`src/rtl/bseq_pkg.sv`:
```
package bseq_pkg;
   typedef enum logic [1:0] {
      XF_IDLE = 2'b00,
      XF_BUSY = 2'b01,
      XF_NSEQ = 2'b10,
      XF_SEQ  = 2'b11
   } xfer_e;

   typedef enum logic [2:0] {
      BK_ONE    = 3'b000,
      BK_OPEN   = 3'b001,
      BK_WRAP4  = 3'b010,
      BK_INC4   = 3'b011,
      BK_WRAP8  = 3'b100,
      BK_INC8   = 3'b101,
      BK_WRAP16 = 3'b110,
      BK_INC16  = 3'b111
   } burst_e;

   localparam int LEN_W = 4;   // holds beats-1 of the longest fixed burst
endpackage

```
`src/rtl/bseq_len.sv`:
```
module bseq_len
   import bseq_pkg::*;
(
   input  logic [2:0]       burst,
   output logic [LEN_W-1:0] last_idx,
   output logic             open_len,
   output logic             wrap,
   output logic [2:0]       len_log2
);
   always_comb begin
      case (burst)
         BK_WRAP4,  BK_INC4:  len_log2 = 3'd2;
         BK_WRAP8,  BK_INC8:  len_log2 = 3'd3;
         BK_WRAP16, BK_INC16: len_log2 = 3'd4;
         default:             len_log2 = 3'd0;
      endcase
      last_idx = LEN_W'((5'd1 << len_log2) - 5'd1);
      open_len = (burst == BK_OPEN);
      wrap     = (burst != BK_ONE) && !burst[0];
   end
endmodule

```
`src/rtl/bseq_addr_gen.sv`:
```
module bseq_addr_gen #(
   parameter int AW = 32
) (
   input  logic [AW-1:0] addr,
   input  logic [2:0]    size,
   input  logic          wrap,
   input  logic [2:0]    len_log2,
   output logic [AW-1:0] nxt,
   output logic [3:0]    win_exp
);
   logic [AW-1:0] step;
   logic [AW-1:0] inc;

   assign step    = AW'(1) << size;
   assign inc     = addr + step;
   assign win_exp = {1'b0, size} + {1'b0, len_log2};

   for (genvar i = 0; i < AW; i++) begin : g_bit
      logic frozen;
      assign frozen = wrap && (32'(i) >= 32'(win_exp));
      assign nxt[i] = frozen ? addr[i] : inc[i];
   end
endmodule

```
`src/rtl/bseq_beats.sv`:
```
module bseq_beats #(
   parameter int CW = 8
) (
   input  logic          clk,
   input  logic          rst_n,
   input  logic          clear,
   input  logic          bump,
   output logic [CW-1:0] cnt
);
   always_ff @(posedge clk or negedge rst_n) begin
      if (!rst_n)     cnt <= '0;
      else if (clear) cnt <= '0;
      else if (bump)  cnt <= cnt + 1'b1;
   end

   p_cnt_step_r10: assert property (@(posedge clk) disable iff (!rst_n)
      (bump && !clear) |=> cnt == $past(cnt) + 1'b1);
   p_cnt_clear_r10: assert property (@(posedge clk) disable iff (!rst_n)
      clear |=> cnt == '0);
endmodule

```
`src/rtl/bseq_ctrl.sv`:
```
module bseq_ctrl
   import bseq_pkg::*;
#(
   parameter int AW       = 32,
   parameter int MAX_SIZE = 2
) (
   input  logic          clk,
   input  logic          rst_n,
   input  logic          cmd_valid,
   input  logic [AW-1:0] cmd_addr,
   input  logic [2:0]    cmd_size,
   input  logic [2:0]    cmd_burst,
   input  logic          cmd_write,
   input  logic          cmd_pause,
   input  logic          cmd_stop,
   input  logic          bus_ready,
   output logic [1:0]    trans_o,
   output logic [AW-1:0] addr_o,
   output logic [2:0]    size_o,
   output logic [2:0]    burst_o,
   output logic          write_o,
   output logic          accept_o,
   output logic          beat_done_o
);
   xfer_e            trans_q;
   logic [AW-1:0]    addr_q;
   logic [2:0]       size_q, burst_q, lg_q;
   logic             write_q, open_q, wrap_q;
   logic [LEN_W-1:0] left_q;

   logic [LEN_W-1:0] c_last;
   logic             c_open, c_wrap;
   logic [2:0]       c_lg;
   logic [AW-1:0]    nxt_addr;
   logic [3:0]       win_exp;
   logic             size_ok, in_beat, final_beat;

   bseq_len u_len (
      .burst    (cmd_burst),
      .last_idx (c_last),
      .open_len (c_open),
      .wrap     (c_wrap),
      .len_log2 (c_lg)
   );

   bseq_addr_gen #(.AW(AW)) u_ag (
      .addr     (addr_q),
      .size     (size_q),
      .wrap     (wrap_q),
      .len_log2 (lg_q),
      .nxt      (nxt_addr),
      .win_exp  (win_exp)
   );

   assign size_ok     = (cmd_size <= 3'(MAX_SIZE));
   assign in_beat     = (trans_q == XF_NSEQ) || (trans_q == XF_SEQ);
   assign final_beat  = open_q ? cmd_stop : (left_q == '0);
   assign accept_o    = bus_ready && (trans_q == XF_IDLE) && cmd_valid && size_ok;
   assign beat_done_o = bus_ready && in_beat;

   always_ff @(posedge clk or negedge rst_n) begin
      if (!rst_n) begin
         trans_q <= XF_IDLE;
         addr_q  <= '0;
         size_q  <= '0;
         burst_q <= '0;
         lg_q    <= '0;
         write_q <= 1'b0;
         open_q  <= 1'b0;
         wrap_q  <= 1'b0;
         left_q  <= '0;
      end else if (bus_ready) begin
         case (trans_q)
            XF_IDLE: begin
               if (accept_o) begin
                  trans_q <= XF_NSEQ;
                  addr_q  <= cmd_addr;
                  size_q  <= cmd_size;
                  burst_q <= cmd_burst;
                  write_q <= cmd_write;
                  open_q  <= c_open;
                  wrap_q  <= c_wrap;
                  lg_q    <= c_lg;
                  left_q  <= c_last;
               end
            end
            XF_NSEQ, XF_SEQ: begin
               if (final_beat) begin
                  trans_q <= XF_IDLE;
               end else begin
                  addr_q  <= nxt_addr;
                  trans_q <= cmd_pause ? XF_BUSY : XF_SEQ;
                  if (!open_q) left_q <= left_q - 1'b1;
               end
            end
            XF_BUSY: begin
               if (open_q && cmd_stop) trans_q <= XF_IDLE;
               else if (!cmd_pause)    trans_q <= XF_SEQ;
            end
         endcase
      end
   end

   assign trans_o = trans_q;
   assign addr_o  = addr_q;
   assign size_o  = size_q;
   assign burst_o = burst_q;
   assign write_o = write_q;

   p_hold_stall_r4: assert property (@(posedge clk) disable iff (!rst_n)
      !bus_ready |=> $stable(trans_q) && $stable(addr_q) && $stable(size_q)
                     && $stable(burst_q) && $stable(write_q));
   p_no_seq_from_idle_r5: assert property (@(posedge clk) disable iff (!rst_n)
      (trans_q == XF_IDLE) |=> (trans_q == XF_IDLE) || (trans_q == XF_NSEQ));
   p_incr_step_r6: assert property (@(posedge clk) disable iff (!rst_n)
      (beat_done_o && !final_beat && !wrap_q)
      |=> addr_q == $past(addr_q) + (AW'(1) << $past(size_q)));
   p_wrap_window_r7: assert property (@(posedge clk) disable iff (!rst_n)
      (beat_done_o && !final_beat && wrap_q)
      |=> (addr_q >> $past(win_exp)) == ($past(addr_q) >> $past(win_exp)));
   p_size_fits_r3: assert property (@(posedge clk) disable iff (!rst_n)
      (trans_q != XF_IDLE) |-> (size_q <= 3'(MAX_SIZE)));
   p_busy_resume_r9: assert property (@(posedge clk) disable iff (!rst_n)
      ((trans_q == XF_BUSY) && bus_ready && !cmd_pause && !(open_q && cmd_stop))
      |=> (trans_q == XF_SEQ) && $stable(addr_q));
   p_stop_ends_r8: assert property (@(posedge clk) disable iff (!rst_n)
      (beat_done_o && open_q && cmd_stop) |=> trans_q == XF_IDLE);
endmodule

```
`src/rtl/burst_addr_seq.sv`:
```
module burst_addr_seq #(
   parameter int AW = 32,
   parameter int DW = 32,
   parameter int CW = 8
) (
   input  logic          clk,
   input  logic          rst_n,
   input  logic          cmd_valid,
   input  logic [AW-1:0] cmd_addr,
   input  logic [2:0]    cmd_size,
   input  logic [2:0]    cmd_burst,
   input  logic          cmd_write,
   input  logic          cmd_pause,
   input  logic          cmd_stop,
   input  logic          bus_ready,
   output logic [AW-1:0] bus_addr,
   output logic [1:0]    bus_trans,
   output logic [2:0]    bus_size,
   output logic [2:0]    bus_burst,
   output logic          bus_write,
   output logic [CW-1:0] beat_cnt
);
   localparam int MAX_SIZE = $clog2(DW / 8);

   logic accept, beat_done;

   initial begin
      a_param_dw: assert (DW >= 8 && DW <= 1024 && (DW & (DW - 1)) == 0)
         else $error("DW must be a power of two from 8 to 1024");
      a_param_aw: assert (AW >= 12 && CW >= 5)
         else $error("AW or CW too small");
   end

   bseq_ctrl #(.AW(AW), .MAX_SIZE(MAX_SIZE)) u_ctrl (
      .clk         (clk),
      .rst_n       (rst_n),
      .cmd_valid   (cmd_valid),
      .cmd_addr    (cmd_addr),
      .cmd_size    (cmd_size),
      .cmd_burst   (cmd_burst),
      .cmd_write   (cmd_write),
      .cmd_pause   (cmd_pause),
      .cmd_stop    (cmd_stop),
      .bus_ready   (bus_ready),
      .trans_o     (bus_trans),
      .addr_o      (bus_addr),
      .size_o      (bus_size),
      .burst_o     (bus_burst),
      .write_o     (bus_write),
      .accept_o    (accept),
      .beat_done_o (beat_done)
   );

   bseq_beats #(.CW(CW)) u_beats (
      .clk   (clk),
      .rst_n (rst_n),
      .clear (accept),
      .bump  (beat_done),
      .cnt   (beat_cnt)
   );

   p_idle_after_reset_r1: assert property (@(posedge clk)
      !rst_n |=> (bus_trans == 2'b00) && (beat_cnt == '0));
endmodule

```
`config.mk`:
```
export PLATFORM = sky130hd
export DESIGN_NAME = burst_addr_seq
export DESIGN_NICKNAME = d
export VERILOG_FILES = /design/src/rtl/bseq_pkg.sv /design/src/rtl/bseq_len.sv /design/src/rtl/bseq_addr_gen.sv /design/src/rtl/bseq_beats.sv /design/src/rtl/bseq_ctrl.sv /design/src/rtl/burst_addr_seq.sv
export SDC_FILE = /design/constraint.sdc
export NUM_CORES = 1
export LEC_CHECK = 0
export ABC_AREA = 1
export BUFFER_PORTS_ARGS = -buffer_cell sky130_fd_sc_hd__buf_2
export CORE_MARGIN = 5
export CORE_UTILIZATION = 40
export DETAILED_ROUTE_END_ITERATION = 10
export GPL_TIMING_DRIVEN = 0
export PLACE_DENSITY = 0.72
export SLEW_MARGIN = 10
export SYNTH_ARGS = -nofsm -noshare
export SYNTH_HDL_FRONTEND = slang
export SYNTH_HIERARCHICAL = 1
export SYNTH_SLANG_ARGS = --single-unit
```
`constraint.sdc`:
```
create_clock -name clk -period 2.6 [get_ports clk]
set_clock_uncertainty 0.1 [all_clocks]
set_input_delay 0.26 -clock clk [delete_from_list [all_inputs] [get_ports clk]]
set_output_delay 0.26 -clock clk [all_outputs]
set_load 0.05 [all_outputs]
```
After elaboration in Yosys (flattened, before gate mapping):

Cells that the tools add are included.

* output and inout port bits: 49
* register bits after elaboration: 58
* logic and storage cells: 178
* bits of input ports: 45

* equal/unequal tests: 30
* shift operators: 2
* reductions and logical operators: 51
* $add $sub $neg: 5
* magnitude comparators: 16
* mux-type cells: 49

Operators with widths (count)
* $reduce_and 5->1: 17
* $mux 32: 2
* $pmux 32 s2: 1
* $ne 2x2->1 const B: 19
* $mux 1: 33
* $add 32x32->32: 1
* $shl 1x3->32 const A: 1
* $ge 4x4->1 const A: 7
* $logic_and 1x1->1: 21
* $ge 3x4->1 const A: 4
* $mux 8: 2
* $eq 3x3->1 const B: 4
* $mux 4: 3
* $mux 2: 5
* $pmux 3 s3: 1
* $add 8x1->8 const B: 1
* $ge 1x4->1 const A: 2
* $ge 2x4->1 const A: 2
* $pmux 4 s2: 1
* $reduce_or 2->1: 4
* $sub 4x1->4 const B: 2
* $eq 3x2->1 const B: 2
* $pmux 2 s3: 1
* $reduce_and 3->1: 2
* other kinds (13): 15

Depth between registers and ports, before layout:

* depth in word-level cells: 7
* mapped depth: 17
* depth with buffers taken out: 17

Modules after synthesis:

The synthesis kept the hierarchy.

Modules (own cells, without submodules)
* bseq_ctrl: cells an instance 373, seq. area each 1251.2 µm², times used 1, area an instance 2667.6 µm²
* bseq_addr_gen: cells an instance 359, seq. area each 0.0 µm², times used 1, area an instance 1686.6 µm²
* bseq_beats: cells an instance 60, seq. area each 200.2 µm², times used 1, area an instance 473.0 µm²
* bseq_len: cells an instance 17, seq. area each 0.0 µm², times used 1, area an instance 106.4 µm²

Least setup slack after synthesis:

OpenSTA, ideal clock, no wires.

* path kind: register to register
* start: register u_ctrl.size_q[2] (netlist: u_ctrl/size_o[2])
* end: register u_ctrl.addr_q[20] (netlist: u_ctrl/addr_o[20])
* setup time: 66 ps
* arrival time: 2346 ps
* required time: 2434 ps
* period minus slack after synthesis: 2513 ps
* path buffers: 0
* stages on the path, launching flop included: 16
* setup slack: 87 ps
* cell sequence: dfrtp_1 -> nor3_1 -> ha_1 -> fa_1 -> nand2_1 -> nand2_1 -> nand2_1 -> inv_1 -> nand2_1 -> nand2_2 -> nand2_1 -> xor2_1 -> nand2_1 -> nand2_1 -> nand4_1 -> nand2_1

* longest elaborated chain between the ends: 5

Ends and longest elaborated chain
* start, declared: line bseq_ctrl.sv:27 `logic [2:0] size_q, burst_q, lg_q;`
* start signal, assigned: line bseq_ctrl.sv:78 `size_q <= cmd_size;`
* $shl 1x3->32: line bseq_addr_gen.sv:14 `assign step = AW'(1) << size;`
* $add 32x32->32: line bseq_addr_gen.sv:15 `assign inc = addr + step;`
* $mux 1: line bseq_addr_gen.sv:21 `assign nxt[i] = frozen ? addr[i] : inc[i];`
* via u_ctrl.nxt_addr[20]: line bseq_ctrl.sv:34 `logic [AW-1:0] nxt_addr;`
* $mux 32: line bseq_ctrl.sv:88 `if (final_beat) begin`
* $pmux 32 s2: line bseq_ctrl.sv:73 `case (trans_q)`
* end signal, assigned: line bseq_ctrl.sv:77 `addr_q <= cmd_addr;`
* end signal, assigned: line bseq_ctrl.sv:91 `addr_q <= nxt_addr;`
* end, declared: line bseq_ctrl.sv:26 `logic [AW-1:0] addr_q;`

The timed path passes the listed nets, and every way through them passes these cells. The select of a mux whose other input is x is not followed.
A chain may end at the register's enable or synchronous reset.

Worst setup path in the final report:

* start: register u_ctrl.size_q[1] (netlist: u_ctrl/size_o[1])
* end: register u_ctrl.addr_q[27] (netlist: u_ctrl/addr_o[27])

Same word-level chain as after synthesis.

==> key figures <==
Status
  – Status: completed

Global routing
  – Vias in the first global route: 5058
  – Initial antenna violation count: 0
  – First-pass GRT wire length: 24030 µm
  – GRT Util Overall: 20.14%
  – Largest net degree at the start of global routing: 59
  – Total grt overflow: 0

Timing
  – Final cycle utilization of the critical path: 95.05%
  – Worst-Margin Slew: 0.7781 ns
  – Final hold violations: 0
  – Final setup viols: 0
  – Max frequency: 0.4046 GHz
  – Pins Over Slew Limit: 0
  – Tmin final: 2.471 ns
  – Worst slew margin: 48.13%
  – Worst hold slack: 0.04440 ns
  – RSZ-0062 raised after global routing: yes

Clocking
  – H-tree levels: 3
  – CTS Buffer Depth: 2
  – CTS Sinks: 58
  – Clk pin slew, worst setup/hold paths: 0.05 ns
  – CTS tree: yes
  – CTS Root Cell: clkbuf_16
  – Total CTS buffers: 9
  – Clock Latency Late Sink: 0.33 ns

Synth
  – Synth cell types: 30
  – Most frequent cell after synthesis: nand2_1
  – Ys async rst share: 100.0%
  – Share of the synthesized area in the top cell type: 29.42%
  – Synth cell count leaders: nand2_1 (364), inv_1 (102), dfrtp_1 (58)
  – Main area contributors after synthesis: dfrtp_1 (29%), nand2_1 (28%), inv_1 (7.8%), nand4_1 (5.3%), nand3_1 (5.0%)
  – Synthesis Warnings: 6
  – Post-synthesis cell area: 4933 µm²
  – Top_reg_cell synth: dfrtp_1
  – Syn_area_per_cell: 6.098 µm²
  – Post-synth EDFFs: 0
  – Syn Inst Count: 809
  – Synthesized Nets: 873
  – Yosys reg bits: 58
  – Sequential fraction of the synthesis area: 29.42%
  – Biggest area consumer among synthesized cells: dfrtp_1

Placement
  – HPWL Detailed: 10950 µm
  – RD Place Congestion: 0.9722
  – PortBufs: 93

Routing
  – Wirelength per Cell: 13.31 µm
  – Vias: 5330
  – First-pass DRT Iterations: 5
  – Via density per instance: 4.885
  – Remaining DRCs: 0
  – Iter 0 DRT Violations: 365
  – Detailed Route WL: 14520 µm
  – Antenna violation net count after detailed routing: 0

Min path
  – Hold path start: cmd_write
  – Sink of the worst hold path: u_ctrl/write_o
  – Hold/Removal Path Class: in2reg
  – Hold path cells: 3

Critical path
  – Critical path's most frequent cell: nand2_1
  – CP endpoint kind: flip-flop
  – Critical Path AT: 2.59 ns
  – Register-to-Register Setup Slack: 0.13 ns
  – Critical Path Source Type: flip-flop
  – Worst R2R Start: u_ctrl/size_o[1]
  – Critical path type: reg2reg
  – Reg-to-reg critical path endpoint: u_ctrl/addr_o[27]
  – Top fanout value on the critical path: 7
  – CP peak stage delay: 0.45 ns
  – Critical-path cell list: buf_4 -> nor3_2 -> ha_1 -> nand2_2 -> inv_1 -> a21oi_2 -> nand2_1 -> nand2_1 -> nand2_2 -> nand2_1 -> nand2_1 -> nand2_1 -> inv_1 -> nand2_1 -> nand2_1 -> nand4_1 -> nand2_1
  – Worst Path Required: 2.72 ns
  – Worst R2R Path Depth: 17
  – Slowest CP cell: dfrtp_2

Floorplanning
  – Total core area: 12060 µm²
  – Die Wd: 121.1 µm
  – Initial Utilization: 40.90%
  – Row cnt: 40
  – Die area: 14650 µm²
  – I/O Pins: 94
  – Vert. Die Dim: 121.1 µm

Power and ir drop
  – P_leak: 3.480 nW
  – PD cells: 1318 nW/µm²
  – VDD IR-drop max: 0.0006491 V
  – Tot Pwr: 8.014 mW

Final layout
  – Filler instances: 1260
  – Final layout net count: 982
  – Area grow syn2layout: 23.28%
  – ANT cells: 0
  – Share of cells above drive strength 1: 19.28%
  – Final core occ: 50.43%

Job
  – Maxcap violations: 0
worst max path at each step:
stage                     start                 to  slack [ns]
6_report       u_ctrl/size_o[1]  u_ctrl/addr_o[27]        0.13
5_1_grt        u_ctrl/size_o[1]   u_ctrl/addr_o[9]       -0.05
4_1_cts        u_ctrl/size_o[0]   u_ctrl/addr_o[9]        0.02
3_5_place_dp   u_ctrl/size_o[1]  u_ctrl/addr_o[27]      -0.007
3_3_place_gp   u_ctrl/size_o[1]  u_ctrl/addr_o[27]        0.02
2_1_floorplan  u_ctrl/size_o[2]  u_ctrl/addr_o[20]        0.09
cells by family after synthesis:
group           share of synthesized area, %
xor+xnor                               1.420
flops                                  29.42
simple gates                           47.30
buf+inv                                11.64
compound gates                         5.097
fa+ha+maj                              5.123
flip-flops by register name, summed over array words and instances, names as in the netlist:
signal / count
u_beats/cnt: 8
u_ctrl/lg_q: 3
u_ctrl/addr_o: 32
u_ctrl/left_q: 4
u_ctrl/burst_o: 3
u_ctrl/size_o: 3
u_ctrl/write_o: 1
u_ctrl/wrap_q: 1
u_ctrl/open_q: 1
u_ctrl/trans_o: 2
timing repair:
action	4_1_cts	5_1_grt
resized for setup	2	24
buffers inserted	0	4
hold endpoints to repair	58	0
pin swaps	0	6
hold buffers	1	0
endpoints found under the setup margin	1	25
report_power, final:
group | switching (mW) | internal (mW)
combinational | 3.40 | 1.37
clock | 0.422 | 0.988
sequential | 0.535 | 1.30
through the flow:
step,instances,setup slack (ns),TNS (ns),instance area (µm²)
after global placement,1070,0.02204,0,5609
after detailed placement,1070,-0.006745,-0.006745,5612
after floorplan,809,0.08739,0,4933
after global routing,1091,-0.04888,-0.05240,6082
final,1091,0.1286,0,6082
after CTS,1087,0.01778,0,5978
metal layers:
layer	track usage, %	vias to the layer above	wire length (µm)
met5	0	-	0
met4	5.595	0	178
met3	4.476	16	894
met2	33.69	155	6796
met1	26.13	2395	6653
li1	-	2764	-
area by class of cell:
type	count	area, µm²	share of cell area (%)
clock inverter	4	97.59	1.605
timing repair buffer	98	508.0	8.352
buffer	28	172.7	2.839
clock buffer	12	256.5	4.217
inverter	107	401.6	6.604
multi-input combinational	616	2980	49.00
sequential	58	1455	23.93
tap	168	210.2	3.456
placed cells by master, fill, tap and decap left out, drive strengths merged, types with 7 or more instances in the layout:
master  count
nand4      42
a21oi      11
buf       115
nand3      53
o21ai      30
xor2        7
clkbuf     22
nand2     371
inv       107
ha         17
nor2       56
dfrtp      58
nor3       15
critical path, delay by kind of cell, from the launching register on:
kind,cells,cell delay [ns]
fa+ha+maj,1,0.31
buf+inv,3,0.26
compound gates,1,0.15
flops,1,0.45
simple gates,12,1.10
No activity file was read; power rests on OpenSTA's default activity.
